`src/rtl/thalarm_pkg.sv`:
```
package thalarm_pkg;

   // configuration word layout, LSB first: shutdown, latched mode, pin polarity, filter code
   typedef struct packed {
      logic [1:0] qsel;
      logic       pol_high;
      logic       latched;
      logic       shdn;
   } cfg_t;

   localparam int CFG_W = 5;

   // power-up values for the register file that feeds this block
   localparam logic [8:0] PWRUP_TRIP    = 9'h0A0;
   localparam logic [8:0] PWRUP_RELEASE = 9'h096;

   localparam int QLEN_MAX = 6;

   function automatic int unsigned q_len(input logic [1:0] code);
      case (code)
         2'b00:   return 1;
         2'b01:   return 2;
         2'b10:   return 4;
         default: return QLEN_MAX;
      endcase
   endfunction

endpackage

```
`src/rtl/ta_cfg_watch.sv`:
```
module ta_cfg_watch #(
   parameter int TEMP_W = 9
) (
   input  logic              clk,
   input  logic [TEMP_W-1:0] trip_lvl,
   input  logic [TEMP_W-1:0] rel_lvl,
   input  logic [1:0]        qsel,
   input  logic              latched,
   output logic              changed
);
   localparam int SNAP_W = 2 * TEMP_W + 3;

   logic [SNAP_W-1:0] snap_now;
   logic [SNAP_W-1:0] snap_prev;

   assign snap_now = {trip_lvl, rel_lvl, qsel, latched};

   // free-running shadow: it tracks the inputs through reset so nothing is flagged afterwards
   always_ff @(posedge clk) begin
      snap_prev <= snap_now;
   end

   assign changed = (snap_now != snap_prev);

endmodule

```
`src/rtl/ta_thresh_cmp.sv`:
```
module ta_thresh_cmp #(
   parameter int TEMP_W = 9
) (
   input  logic [TEMP_W-1:0] temp,
   input  logic [TEMP_W-1:0] trip_lvl,
   input  logic [TEMP_W-1:0] rel_lvl,
   input  logic              look_low,
   output logic              hit
);
   logic above_trip;
   logic below_rel;

   assign above_trip = ($signed(temp) > $signed(trip_lvl));
   assign below_rel  = ($signed(temp) < $signed(rel_lvl));
   assign hit        = look_low ? below_rel : above_trip;

endmodule

```
`src/rtl/ta_fault_q.sv`:
```
module ta_fault_q #(
   parameter int CNT_W = 3
) (
   input  logic             clk,
   input  logic             rst_n,
   input  logic             clear,
   input  logic             sample_en,
   input  logic             hit,
   input  logic [CNT_W-1:0] need,
   output logic             fire
);
   logic [CNT_W-1:0] cnt;
   logic [CNT_W-1:0] cnt_nxt;

   assign cnt_nxt = cnt + 1'b1;
   assign fire    = sample_en && hit && !clear && (cnt_nxt == need);

   always_ff @(posedge clk) begin
      if (!rst_n) begin
         cnt <= '0;
      end else if (clear) begin
         cnt <= '0;
      end else if (sample_en) begin
         if (!hit || fire) cnt <= '0;
         else              cnt <= cnt_nxt;
      end
   end

endmodule

```
`src/rtl/ta_alarm_fsm.sv`:
```
module ta_alarm_fsm (
   input  logic clk,
   input  logic rst_n,
   input  logic latched,
   input  logic shdn,
   input  logic fire,
   input  logic bus_read,
   output logic alarm,
   output logic look_low
);
   logic wait_low;
   logic shdn_q;
   logic enter_sd;

   assign enter_sd = shdn && !shdn_q;

   always_ff @(posedge clk) begin
      if (!rst_n) begin
         alarm    <= 1'b0;
         wait_low <= 1'b0;
         shdn_q   <= 1'b0;
      end else begin
         shdn_q <= shdn;
         if (latched) begin
            if (enter_sd) begin
               alarm <= 1'b0;
            end else if (fire) begin
               alarm    <= 1'b1;
               wait_low <= !wait_low;
            end else if (bus_read) begin
               alarm <= 1'b0;
            end
         end else if (fire) begin
            alarm <= !alarm;
         end
      end
   end

   assign look_low = latched ? wait_low : alarm;

endmodule

```
`src/rtl/thermal_alarm_ctrl.sv`:
```
module thermal_alarm_ctrl #(
   parameter int TEMP_W  = 9,
   parameter int CNT_W   = 3,
   parameter bit PAD_REG = 1'b0
) (
   input  logic              clk,
   input  logic              rst_n,
   input  logic              sample_valid,
   input  logic [TEMP_W-1:0] sample_temp,
   input  logic [TEMP_W-1:0] setpoint,
   input  logic [TEMP_W-1:0] hysteresis,
   input  logic [4:0]        cfg_bits,
   input  logic              bus_read,
   output logic              alarm_active,
   output logic              pad_pull_low
);
   import thalarm_pkg::*;

   localparam int CNT_MAX = (1 << CNT_W) - 1;

   if (TEMP_W < 2) begin : g_bad_temp_w
      $error("thermal_alarm_ctrl: TEMP_W must be at least 2");
   end
   if (CNT_MAX < QLEN_MAX) begin : g_bad_cnt_w
      $error("thermal_alarm_ctrl: CNT_W too narrow for the longest filter");
   end

   cfg_t             cfg_s;
   logic             changed;
   logic             look_low;
   logic             hit;
   logic             fire;
   logic             alarm;
   logic             sample_en;
   logic             clear;
   logic [CNT_W-1:0] need;

   assign cfg_s     = cfg_t'(cfg_bits);
   assign need      = CNT_W'(q_len(cfg_s.qsel));
   assign sample_en = sample_valid && !cfg_s.shdn && !(cfg_s.latched && alarm);
   assign clear     = changed || cfg_s.shdn || (cfg_s.latched && alarm);

   ta_cfg_watch #(.TEMP_W(TEMP_W)) u_watch (
      .clk      (clk),
      .trip_lvl (setpoint),
      .rel_lvl  (hysteresis),
      .qsel     (cfg_s.qsel),
      .latched  (cfg_s.latched),
      .changed  (changed)
   );

   ta_thresh_cmp #(.TEMP_W(TEMP_W)) u_cmp (
      .temp     (sample_temp),
      .trip_lvl (setpoint),
      .rel_lvl  (hysteresis),
      .look_low (look_low),
      .hit      (hit)
   );

   ta_fault_q #(.CNT_W(CNT_W)) u_fq (
      .clk       (clk),
      .rst_n     (rst_n),
      .clear     (clear),
      .sample_en (sample_en),
      .hit       (hit),
      .need      (need),
      .fire      (fire)
   );

   ta_alarm_fsm u_fsm (
      .clk      (clk),
      .rst_n    (rst_n),
      .latched  (cfg_s.latched),
      .shdn     (cfg_s.shdn),
      .fire     (fire),
      .bus_read (bus_read),
      .alarm    (alarm),
      .look_low (look_low)
   );

   assign alarm_active = alarm;

   if (PAD_REG) begin : g_pad_reg
      logic pad_q;
      always_ff @(posedge clk) begin
         if (!rst_n) pad_q <= 1'b0;
         else        pad_q <= alarm ^ cfg_s.pol_high;
      end
      assign pad_pull_low = pad_q;
   end else begin : g_pad_comb
      assign pad_pull_low = alarm ^ cfg_s.pol_high;
   end

endmodule

```
`config.mk`:
```
export PLATFORM = sky130hd
export DESIGN_NAME = thermal_alarm_ctrl
export DESIGN_NICKNAME = d
export VERILOG_FILES = /design/src/rtl/thalarm_pkg.sv /design/src/rtl/ta_cfg_watch.sv /design/src/rtl/ta_thresh_cmp.sv /design/src/rtl/ta_fault_q.sv /design/src/rtl/ta_alarm_fsm.sv /design/src/rtl/thermal_alarm_ctrl.sv
export SDC_FILE = /design/constraint.sdc
export NUM_CORES = 1
export LEC_CHECK = 0
export BUFFER_PORTS_ARGS = -buffer_cell sky130_fd_sc_hd__buf_2
export CAP_MARGIN = 5
export CORE_MARGIN = 3
export CORE_UTILIZATION = 35
export CTS_BUF_LIST = sky130_fd_sc_hd__clkbuf_4 sky130_fd_sc_hd__clkbuf_8
export CTS_CLUSTER_SIZE = 28
export DETAILED_ROUTE_END_ITERATION = 10
export SLEW_MARGIN = 10
export SYNTH_ARGS = -nofsm -noshare
export SYNTH_HDL_FRONTEND = slang
export SYNTH_SLANG_ARGS = --single-unit
export TNS_END_PERCENT = 100
```
`constraint.sdc`:
```
create_clock -name clk -period 3.55 [get_ports clk]
set_input_delay 0.71 -clock clk [delete_from_list [all_inputs] [get_ports clk]]
set_output_delay 0.71 -clock clk [all_outputs]
set_load 0.01 [all_outputs]
```
# ---- Word-level counts from Yosys, hierarchy flattened
# Cells that the tools add are included.
dict set report op_classes {
  n_addsub 1
  magnitude_cmp 2
  n_eq_ne 4
  mux 9
  bitwise_logic 3
  reduce_logical 23
}
# op n
set op_table {}
lappend op_table {{21-bit inequality test} 1}
lappend op_table {{9-bit > comparator} 1}
lappend op_table {{9-bit less-than comparator} 1}
lappend op_table {{3-bit case mux with 3 select lines} 1}
lappend op_table {{1-bit logical AND} 7}
lappend op_table {{1-bit zero test} 7}
lappend op_table {{1-bit two-way mux} 7}
lappend op_table {{3-bit by 1-bit adder with 3-bit output (second input constant)} 1}
lappend op_table {{3-bit equality test} 1}
lappend op_table {{1-bit logical OR} 3}
lappend op_table {{3-bit two-way mux} 1}
lappend op_table {{3-bit AND reduction} 1}
lappend op_table {{3-bit nonzero test} 1}
lappend op_table {{2-bit by 1-bit equality test with 1-bit output (second input constant)} 1}
lappend op_table {{2-bit equality test (second input constant)} 1}
lappend op_table {{2-bit zero test} 1}
lappend op_table {{1-bit NOT} 2}
lappend op_table {{2-bit AND reduction} 1}
lappend op_table {{2-bit nonzero test} 1}
lappend op_table {{2-bit OR reduction} 1}
lappend op_table {{1-bit bitwise XOR} 1}
dict set report word_totals {
  ff_bits 27
  input_bits 36
  output_inout_bits 2
}

# ---- Logic depth before layout (Yosys ltp)
dict set report logic_depth {
  word_depth 9
  mapped_depth 8
  depth_no_buf 8
}

# ---- Modules after synthesis
# A second synthesis with hierarchy kept.
dict set report unflattened {
  cells_unflattened 163
  hier_area_um2 1524.0
}
# module instances cells_each area_each_um2
set by_module_without_submodules {}
lappend by_module_without_submodules {ta_cfg_watch 1 49 646.9}
lappend by_module_without_submodules {ta_thresh_cmp 1 64 455.4}
lappend by_module_without_submodules {ta_fault_q 1 28 242.7}
lappend by_module_without_submodules {ta_alarm_fsm 1 15 137.6}
lappend by_module_without_submodules {thermal_alarm_ctrl 1 7 41.3}

# ---- Worst setup path before layout
# Ideal clock, no wire load.
dict set report synth_path {
  path_type {input port to flip-flop}
  start {input hysteresis[6]}
  end {register u_fq.cnt[0]}
  setup_time_ns 0.070
  arrival_ns 2.705
  path_slack_ns 0.775
  stages 8
  n_path_buf 0
  path_cell_list {inv_1 ha_1 a21o_1 a211oi_2 or4b_1 a211o_1 or4_1 a21oi_1}
}
dict set report synth_between {
  elab_chain_cells 8
}
# item line
set synth_lines {}
lappend synth_lines {{start: declaration} thermal_alarm_ctrl.sv:11} ;# input logic [TEMP_W-1:0] hysteresis,
lappend synth_lines {{parallel branches: the longest is 8 deep, another holds 9-bit less-than comparator} -}
lappend synth_lines {{end signal: assignment} ta_fault_q.sv:25} ;# else cnt <= cnt_nxt;
lappend synth_lines {{end: declaration} ta_fault_q.sv:12} ;# logic [CNT_W-1:0] cnt;
# Several ways; the timed one is not identified.
# A chain may end at the register's enable or synchronous reset.

# ---- Final worst setup path
# Same ends and word-level chain as after synthesis.

==> flow_summary.yaml <==
run_status:
  outcome: "finished clean"
pwr:
  ir_worst_vdd_uv: 180
  p_int_uw: 463
  power_frac_seq_pct: 51.3
  power_density_nw_per_um2: 347
  p_switching_uw: 163
  p_leak_nw: 0.847
  power.share.clock_pct: 29.6
  pwr-share-comb_pct: 19.1
  p_sw_share_pct: 26.0
grt:
  grt_pass1_vias: 1185
  grt-ovfl-total: 0
  grt_util_all_layers_pct: 12.6
  antenna_found_initial: 0
  grt_pass1_wl_um: 5180
  grt_max_degree: 15
clock_network:
  cts_hold_buf: 0
  post_cts_buffers: 0
  cts_buffers: 3
  cts.sinks: 27
  cts_resized: 0
  cts_root_buffer: "clkbuf_8"
  cts_tree: "yes"
  clkLatencyLatePin_ns: 0.27
  cts.reportedPaths.clkPinSlew_ns: 0.09
  clk_path_buf_depth: 2
  htreeDepth: 1
placed_design:
  placed_cell_area_um2: 1760
  gp_congestion: 0.752
  dp_slack_ns: 0.519
  post-dp-hpwl_um: 2630
  portBuffers: 37
synthesis:
  yosysWarnings: 0
  ys_seq_area_share_pct: 35.7
  syn_inst: 164
  synth_async_sr_flop_share_pct: 0
  synth_edf_count: 0
  ys.flop_type: "dfxtp_1"
  synth_fp_nets: 218
  synth_area_per_cell_um2: 9.22
  synth_cell_types: 38
  netlist_area_um2: 1510
  ys_ff_latch: 27
setup_path:
  ff2ff_path_depth: 7
  worst_setup_path_end_kind: "register"
  slowest_stage: "or4b_1"
  r2r-start: "u_fq.cnt[0]"
  arrival_ns: 2.94
  critical_path_class: "primary input to register"
  crit_buf_inv: 2
  crit_fanout: 3
  worstPathRequired_ns: 3.76
  critPathMaxStageDelay_ns: 0.48
  cp_cell_sequence: "buf_2 > inv_1 > ha_1 > a21o_1 > a211oi_2 > or4b_1 > a211o_1 > or4_1 > a21oi_1"
  rrSetupSlack_ns: 1.49
  worstReg2RegEnd: "u_fsm.wait_low"
  cp_top_family: "simple AND/OR/NAND/NOR gates"
  critPathLaunchType: "primary input"
hold_path:
  min_from: "u_fq.cnt[1]"
  holdPathStages: 2
  hp-class: "register to register"
  min_to: "u_fq.cnt[1]"
detailed_routing:
  viasPerCell: 4.83
  first_pass_iters: 3
  drt-total-wl_um: 3110
  antenna_left: 0
  drcViolationCount: 0
  drtIter0Drc: 18
  detail_route.wl_per_cell_um: 12.2
  num_vias: 1226
timing:
  fin_tns_setup_ns: 0
  finalCritPeriodShare_pct: 76.8
  finalCriticalPeriod_ns: 2.73
  setup_viol: 0
  relSlewSlack_pct: 60.6
  skew_ns: 0.00266
  tightest_slew_ns: 0.587
  maxSlewViolCount: 0
  timing.fmax_mhz: 367
  grt_setup_unrepaired: "false"
  hold_violations: 0
  setup_ws_ns: 0.824
floorplan:
  dieArea_um2: 5150
  start_util_pct: 37.0
  io_pins: 38
  row_count: 23
  dieHeight_um: 71.7
  core_um2: 4090
  die_x_um: 71.7
finish:
  area.growth.synth_to_final_pct: 19.4
  fillerInstances: 436
  layout-drive-gt1-share_pct: 21.1
  stdcell_area_um2: 1810
  layout.nets: 259
  diodes: 0
flow_run:
  cap_viol_max_count: 0
## power groups by stage
stage               Combinational (mW)  Sequential [mW]  Clock (mW)
floorplan                       0.0737            0.328           0
detailed placement               0.120            0.329           0
finish                           0.119            0.321       0.186
CTS                              0.121            0.321       0.191
global placement                 0.120            0.328           0
global route                     0.136            0.323       0.199
## area by class of cell
type	instances	area [um^2]	area share (%)
Tap cell	50	62.6	3.47
Clock buffer	4	48.8	2.70
Sequential cell	27	541	29.9
Multi-Input combinational cell	114	886	49.1
Timing Repair Buffer	37	185	10.3
Inverter	22	82.6	4.57
## tightest hold or removal path: cells and delay by family, from the launching register on
kind            cells  cell delay (ns)
flops               1             0.32
simple gates        1             0.05
compound gates      1             0.05
## cell usage after synthesis (3+ instances only)
| library cell | n | area (um^2) |
|---|---|---|
| nand3_1 | 5 | 25.0 |
| a21oi_1 | 8 | 40.0 |
| dfxtp_1 | 27 | 541 |
| a211oi_1 | 4 | 30.0 |
| nor2_1 | 3 | 11.3 |
| ha_1 | 18 | 225 |
| xnor2_1 | 21 | 184 |
| inv_1 | 22 | 82.6 |
| nand4_1 | 9 | 56.3 |
| nand2_1 | 8 | 30.0 |
| xor2_1 | 3 | 26.3 |
| o21ai_0 | 4 | 20.0 |
## sequential cells by signal, summed over array words and instances (netlist names)
| name | flops |
|---|---|
| u_fsm.shdn_q | 1 |
| u_watch.snap_prev | 21 |
| u_fsm.wait_low | 1 |
| u_fq.cnt | 3 |
| u_fsm.alarm | 1 |
## placed cells by master (no fill, tap or decap), types with 2 or more instances in the layout
cell type / instances
nand2_1: 8
xor2_1: 3
a21oi_1: 8
o211ai_1: 2
and3_1: 2
inv_1: 22
nand4b_1: 2
or3_1: 2
nor2_1: 3
clkbuf_8: 3
o21ai_0: 4
nand4_1: 9
xnor2_1: 21
nand3_1: 5
a211oi_1: 4
ha_1: 18
nor3b_1: 2
a211o_1: 2
dfxtp_1: 27
buf_2: 37
## layer usage
layer  part of all wire [%]  vias up  wire length (um)  global-route usage [%]
met4                    1.4        0                44                    4.38
li1                       -      658                 -                       -
met3                    4.6        5               143                    1.96
met5                      0        -                 0                       0
met2                     43       25              1320                    19.6
met1                     51      538              1600                    17.7
## how the worst max path moves through the flow
stage | end | from | cells past startpoint
final | u_fq.cnt[0] | hysteresis[6] | 9
after global routing | u_fq.cnt[2] | hysteresis[6] | 9
after CTS | u_fq.cnt[0] | hysteresis[6] | 9
after detailed placement | u_fq.cnt[0] | hysteresis[6] | 9
after global placement | u_fsm.alarm | hysteresis[6] | 9
after floorplan | u_fq.cnt[0] | hysteresis[6] | 8
## metrics by stage
stage | std cells | util, % | hold WS, ns | power [mW]
2_1_floorplan | 164 | - | 0.436 | 0.402
4_1_cts | 254 | 44.2 | 0.476 | 0.634
6_report | 254 | 44.2 | 0.471 | 0.626
3_3_place_gp | 250 | 43.0 | 0.447 | 0.449
3_5_place_dp | 250 | 43.0 | 0.463 | 0.449
5_1_grt | 254 | 44.2 | 0.519 | 0.658
## kinds of logic (layout without fill, tap and decap cells)
| family | after synthesis | after routing | synth area share [%] |
|---|---|---|---|
| buffers and inverters | 23 | 63 | 5.71 |
| multiplexers | 1 | 1 | 0.662 |
| flip-flops | 27 | 27 | 35.7 |
| XOR/XNOR | 24 | 24 | 13.9 |
| AND/OR/NAND/NOR | 42 | 42 | 16.1 |
| AO/OA/AOI/OAI | 29 | 29 | 13.0 |
| adder cells (fa/ha/maj) | 18 | 18 | 14.9 |
Note: power is estimated with default switching activity, not from simulation.
